--- config.mk ---
export PLATFORM = sky130hd
export DESIGN_NAME = shadow_pwm
export DESIGN_NICKNAME = d
export VERILOG_FILES = /design/src/rtl/pwm_pkg.sv /design/src/rtl/pwm_period_ctr.sv /design/src/rtl/pwm_slot.sv /design/src/rtl/shadow_pwm.sv
export SDC_FILE = /design/constraint.sdc
export NUM_CORES = 1
export LEC_CHECK = 0
export ABC_CLOCK_PERIOD_IN_PS = 4600
export BUFFER_PORTS_ARGS = -buffer_cell sky130_fd_sc_hd__buf_4
export CAP_MARGIN = 20
export CORE_MARGIN = 5
export CORE_UTILIZATION = 30
export CTS_CLUSTER_SIZE = 12
export DETAILED_ROUTE_END_ITERATION = 8
export GPL_TIMING_DRIVEN = 0
export PLACE_DENSITY = 0.44
export SLEW_MARGIN = 40
export SYNTH_ARGS = -nofsm -noshare
export SYNTH_HDL_FRONTEND = slang
export SYNTH_SLANG_ARGS = --single-unit
--- constraint.sdc ---
create_clock -name clk -period 4.6 [get_ports clk]
set_input_delay 0.46 -clock clk [delete_from_list [all_inputs] [get_ports clk]]
set_output_delay 0.46 -clock clk [all_outputs]
set_load 0.05 [all_outputs]
--- src/rtl/pwm_pkg.sv ---
package pwm_pkg;
  localparam int unsigned PWM_NCH = 16;
  localparam int unsigned PWM_DW  = 8;
  localparam int unsigned PWM_MW  = 16;

  // address of the rise position for channel ch; fall is one above
  function automatic int unsigned rise_addr(input int unsigned ch);
    return 1 + 2 * ch;
  endfunction
endpackage

--- src/rtl/pwm_period_ctr.sv ---
module pwm_period_ctr #(
  parameter int unsigned DW = 8
) (
  input  logic          clk,
  input  logic          rst,
  input  logic          per_we,
  input  logic [DW-1:0] per_data,
  output logic [DW-1:0] cnt,
  output logic          wrap
);
  logic [DW-1:0] period_q;

  assign wrap = (cnt >= period_q);

  always_ff @(posedge clk) begin
    if (rst) begin
      period_q <= '1;
      cnt      <= '0;
    end else begin
      if (per_we) period_q <= per_data;
      cnt <= wrap ? '0 : cnt + 1'b1;
    end
  end

  p_wrap_to_zero_r2: assert property (@(posedge clk) disable iff (rst)
    (cnt >= period_q) |=> (cnt == '0));
  p_step_up_r2: assert property (@(posedge clk) disable iff (rst)
    (cnt < period_q) |=> (cnt == $past(cnt) + 1'b1));
endmodule

--- src/rtl/pwm_slot.sv ---
module pwm_slot #(
  parameter int unsigned DW         = 8,
  parameter bit          HAS_STAGE  = 1'b1
) (
  input  logic          clk,
  input  logic          rst,
  input  logic [DW-1:0] cnt,
  input  logic          wrap,
  input  logic          sync_en,
  input  logic          wr_rise,
  input  logic          wr_fall,
  input  logic [DW-1:0] wdata,
  output logic          pwm_q
);
  logic [DW-1:0] live_rise, live_fall;

  generate
    if (HAS_STAGE) begin : g_staged
      logic [DW-1:0] stg_rise, stg_fall;
      always_ff @(posedge clk) begin
        if (rst) begin
          stg_rise  <= '0;
          stg_fall  <= '0;
          live_rise <= '0;
          live_fall <= '0;
        end else begin
          if (wr_rise) stg_rise <= wdata;
          if (wr_fall) stg_fall <= wdata;
          if (sync_en) begin
            if (wrap) begin
              live_rise <= stg_rise;
              live_fall <= stg_fall;
            end
          end else begin
            if (wr_rise) live_rise <= wdata;
            if (wr_fall) live_fall <= wdata;
          end
        end
      end

      p_held_stable_r7: assert property (@(posedge clk) disable iff (rst)
        (sync_en && !wrap) |=> ($stable(live_rise) && $stable(live_fall)));
      p_wrap_same_cycle_r8: assert property (@(posedge clk) disable iff (rst)
        (sync_en && wrap && wr_rise) |=> (live_rise == $past(stg_rise)));
      p_direct_r9: assert property (@(posedge clk) disable iff (rst)
        (!sync_en && wr_fall) |=> (live_fall == $past(wdata)));
    end else begin : g_direct
      always_ff @(posedge clk) begin
        if (rst) begin
          live_rise <= '0;
          live_fall <= '0;
        end else begin
          if (wr_rise) live_rise <= wdata;
          if (wr_fall) live_fall <= wdata;
        end
      end

      p_mask_ignored_r6: assert property (@(posedge clk) disable iff (rst)
        (wr_rise && (sync_en || wrap)) |=> (live_rise == $past(wdata)));
    end
  endgenerate

  always_ff @(posedge clk) begin
    if (rst)                         pwm_q <= 1'b0;
    else if (live_rise == live_fall) pwm_q <= 1'b0;
    else if (cnt == live_fall)       pwm_q <= 1'b0;
    else if (cnt == live_rise)       pwm_q <= 1'b1;
  end

  p_equal_low_r4: assert property (@(posedge clk) disable iff (rst)
    (live_rise == live_fall) |=> !pwm_q);
  p_fall_low_r3: assert property (@(posedge clk) disable iff (rst)
    (cnt == live_fall) |=> !pwm_q);
endmodule

--- src/rtl/shadow_pwm.sv ---
module shadow_pwm
  import pwm_pkg::*;
#(
  parameter int unsigned NCH    = PWM_NCH,
  parameter int unsigned DW     = PWM_DW,
  parameter int unsigned MW     = PWM_MW,
  parameter int unsigned AW     = 6,
  parameter logic [NCH-1:0] STAGED = 16'h0F0F
) (
  input  logic           clk,
  input  logic           rst,
  input  logic           wr_en,
  input  logic [AW-1:0]  wr_addr,
  input  logic [MW-1:0]  wr_data,
  output logic [NCH-1:0] pwm_o
);
  localparam int unsigned MASK_ADDR = 1 + 2 * NCH;

  logic [DW-1:0]  cnt;
  logic           wrap;
  logic [NCH-1:0] mask_q;

  pwm_period_ctr #(.DW(DW)) u_ctr (
    .clk      (clk),
    .rst      (rst),
    .per_we   (wr_en && (wr_addr == '0)),
    .per_data (wr_data[DW-1:0]),
    .cnt      (cnt),
    .wrap     (wrap)
  );

  always_ff @(posedge clk) begin
    if (rst)                                         mask_q <= '0;
    else if (wr_en && (wr_addr == AW'(MASK_ADDR)))   mask_q <= wr_data[NCH-1:0];
  end

  generate
    for (genvar i = 0; i < NCH; i++) begin : g_ch
      logic hit_rise, hit_fall;
      assign hit_rise = wr_en && (wr_addr == AW'(rise_addr(i)));
      assign hit_fall = wr_en && (wr_addr == AW'(rise_addr(i) + 1));

      pwm_slot #(.DW(DW), .HAS_STAGE(STAGED[i])) u_slot (
        .clk     (clk),
        .rst     (rst),
        .cnt     (cnt),
        .wrap    (wrap),
        .sync_en (mask_q[i]),
        .wr_rise (hit_rise),
        .wr_fall (hit_fall),
        .wdata   (wr_data[DW-1:0]),
        .pwm_q   (pwm_o[i])
      );
    end
  endgenerate

  p_reset_low_r1: assert property (@(posedge clk) rst |=> (pwm_o == '0));
  p_mask_reset_r1: assert property (@(posedge clk) rst |=> (mask_q == '0));
endmodule

==> run_results.csv <==
group,metric,value,unit
run_status,status,"completed",
floorplanning,die_w,275,µm
finish,syn_to_final_growth,16.4,%
power_and_ir_drop,finalPower,0.00842,W
worst_setup_path,cpPeakStageDelay,0.64,ns
timing,hold_slack,0.117,ns
clocking,path_clk_slew,0.06,ns
worst_setup_path,ff2ff_setup_slack,0.82,ns
worst_setup_path,worst-endpoint-required,5.13,ns
worst_setup_path,cp-end-kind,"register",
clocking,cts_buffers,51,
clocking,insertion_delay,0.60,ns
worst_setup_path,regToRegStartpoint,"u_ctr.cnt[0]",
floorplanning,die_h,275,µm
yosys,async_flop_share,0,%
yosys,synthFlopType,"dfxtp_1",
floorplanning,start_util,30.2,%
floorplanning,io_pins,41,
run,cap_violations,0,
yosys,yosysUniqueCellTypes,52,
clocking,clock-sinks,424,
yosys,synth_top_area_share,40.2,%
timing,relSlewSlack,40.7,%
finish,design_area,24600,µm²
placed_design,portBuffers,33,
power_and_ir_drop,p_leak,10.4,nW
power_and_ir_drop,clkPwrFrac,48.2,%
worst_setup_path,crit_slowest_cell,"a211oi_2",
timing,tns,0,ns
yosys,synth_edf_count,0,
worst_hold_path,min_to,"mask_q[9]",
power_and_ir_drop,power_frac_comb,7.7,%
yosys,synthCells,2321,
global_route,grt_antenna_before_repair,5,
power_and_ir_drop,vdd_ir_drop_max,0.220,mV
timing,clock.fmax,265,MHz
clocking,clockBufferDepth,3,
global_route,grt_max_degree,13,
global_route,grt_pass1_wl,124000,µm
clocking,htree_levels,2,
global_route,grt_overflow,0,
global_route,grt_pass1_vias,17400,
placed_design,place_area,22900,µm²
routing,wire_per_inst,25.3,µm
power_and_ir_drop,switching_share,25.7,%
timing,rsz0062_at_grt,"false",
power_and_ir_drop,power.sequential.fraction,44.1,%
routing,viasPerCell,5.30,
floorplanning,num_rows,97,
placed_design,dpl.cell_count,3307,
clocking,hold_buffers,0,
worst_setup_path,crit_arrival,4.31,ns
global_route,grtUsageTotal,22.1,%
yosys,synth_common_cells,"424 x dfxtp_1, 261 x xor2_1, 255 x nand2_1",
floorplanning,core_area,69900,µm²
worst_setup_path,crit_fanout,10,
yosys,yosysMostFrequentCell,"dfxtp_1",
worst_setup_path,start_kind,"register",
worst_setup_path,crit_start,"u_ctr.cnt[0]",
floorplanning,dieArea,75800,µm²
clocking,post_cts_buffers,0,
power_and_ir_drop,p_switching,0.00216,W
yosys,syn_area,21100,µm²
timing,slew_violations,0,
worst_setup_path,critPathKind,"reg -> reg",
routing,postRouteWirelength,86100,µm
timing,worstMarginPinSlew,0.890,ns
power_and_ir_drop,internal_power,0.00626,W
yosys,ys_ff_latch,424,
worst_setup_path,path_buf_inv,4,
yosys,synth_nets,2355,
worst_setup_path,cp_cell_sequence,"buf_2 -> buf_2 -> inv_1 -> ha_1 -> nand2b_4 -> a2111oi_4 -> o21bai_4 -> buf_6 -> a211oi_2 -> a221o_1",
routing,detail-route-antenna-nets,0,
worst_setup_path,crit_path_frequent_cell,"buf_2",
yosys,synthTopCellsByArea,"dfxtp_1 40%, xor2_1 11%, mux2i_1 7.9%",
yosys,syn_area_per_cell,9.10,µm²
clocking,cts-resized-gates,0,
timing,period_share,82.2,%
worst_setup_path,crit_family,"compound AO/OA/AOI/OAI gates",
placed_design,gp_routability_congestion,0.928,
finish,drive_above_1_share,12.0,%
clocking,cts_tree,"yes",
finish,fin_cells,3397,
yosys,synth_seq_area_share,40.2,%
timing,finalClockSkew,0.0164,ns
routing,drtIter0Drc,1656,
timing,hold_viol,0,
finish,diodes,0,
timing,period_needed,3.78,ns
worst_hold_path,hp-class,"in -> reg",
power_and_ir_drop,cellPowerDensity,343,nW/µm²
worst_hold_path,min_from,"wr_data[9]",
worst_hold_path,min_path_cells,3,
yosys,yosys_warnings,0,
routing,vias,18000,
worst_setup_path,crit_cells,10,
finish,layout.nets,2454,
placed_design,dp_hpwl,60100,µm
worst_setup_path,r2r-end,"g_ch[0].u_slot.live_rise[2]",
clocking,root_buffer,"clkbuf_16",
routing,post-route-drc-count,0,
yosys,yosysTopAreaCell,"dfxtp_1",
timing,setup_viol,0,
routing,dr.pass1.iters,6,
worst_setup_path,rr_worst_depth,10,
==> how the worst max path moves through the flow <==
stage                     slack [ns]                           to
after detailed placement        0.89  g_ch[3].u_slot.live_rise[0]
after CTS                       0.85  g_ch[3].u_slot.live_rise[2]
after floorplan                 1.74  g_ch[2].u_slot.live_fall[0]
after global placement          0.46  g_ch[3].u_slot.live_rise[3]
after global routing            0.68  g_ch[0].u_slot.live_rise[5]
final                           0.82  g_ch[0].u_slot.live_rise[2]
==> sequential cells by signal (all words and copies together) (netlist names) <==
| register | cells |
|---|---|
| g_ch.u_slot.live_fall | 128 |
| g_ch.u_slot.live_rise | 128 |
| g_ch.u_slot.g_staged.stg_fall | 64 |
| g_ch.u_slot.g_staged.stg_rise | 64 |
| g_ch.u_slot.pwm_q | 16 |
| mask_q | 8 |
| u_ctr.cnt | 8 |
| u_ctr.period_q | 8 |
==> layout by cell type (no fill, tap or decap), types with 56 or more instances in the layout <==
master,n
nand2_1,255
a21oi_1,210
dfxtp_1,424
o21ai_0,90
mux2i_1,167
xor2_1,261
buf_4,56
nor4_1,64
a221o_1,79
nor2_1,141
clkbuf_1,99
xnor2_1,129
==> power by group through the flow <==
stage | clock [W] | combinational (W) | sequential, W
after floorplan | 0 | 0.000338 | 0.00379
after global placement | 0 | 0.000615 | 0.00380
after detailed placement | 0 | 0.000638 | 0.00380
after CTS | 0.00412 | 0.000640 | 0.00372
after global routing | 0.00428 | 0.000676 | 0.00372
final | 0.00406 | 0.000649 | 0.00372
==> worst reg2reg max path: cells and delay by family (launching register included) <==
kind / cells / cell delay [ns]
compound gates: 4 / 1.60
buf+inv: 4 / 1.34
flops: 1 / 0.33
fa+ha+maj: 1 / 0.30
simple gates: 1 / 0.15
==> final cells by class <==
type | count | area, µm²
repair buffers | 46 | 537
clock inverters | 12 | 118
clock buffers | 78 | 1530
well taps | 940 | 1180
multi-input cells | 1692 | 11700
flip-flops and latches | 424 | 8490
fillers | 7294 | 45300
plain buffers | 196 | 985
inverters | 9 | 33.8
==> logic make-up (layout without fill, tap and decap cells) <==
group,Yosys count,after routing,share of synthesized area (%)
flops,424,424,40.2
compound gates,446,446,14.9
fa+ha+maj,9,9,0.533
simple gates,678,678,15.7
mux,169,169,8.03
buf+inv,205,341,4.52
xor+xnor,390,390,16.2
==> routing by layer <==
| metal | GRT usage, % | vias to the layer above | wire [µm] |
|---|---|---|---|
| met3 | 3.79 | 126 | 5520 |
| met4 | 6.79 | 0 | 2810 |
| met1 | 30.1 | 8940 | 38400 |
| met2 | 36.0 | 619 | 39400 |
| met5 | 0 | - | 0 |
| li1 | - | 8312 | - |
==> per-stage QoR <==
step                      worst slack (ns)  utilization, %
after floorplan                       1.74               -
after global placement               0.455            32.2
after detailed placement             0.887            32.8
after CTS                            0.848            35.1
after global routing                 0.683            35.2
final                                0.820            35.2
(Power assumes the default switching activity.)
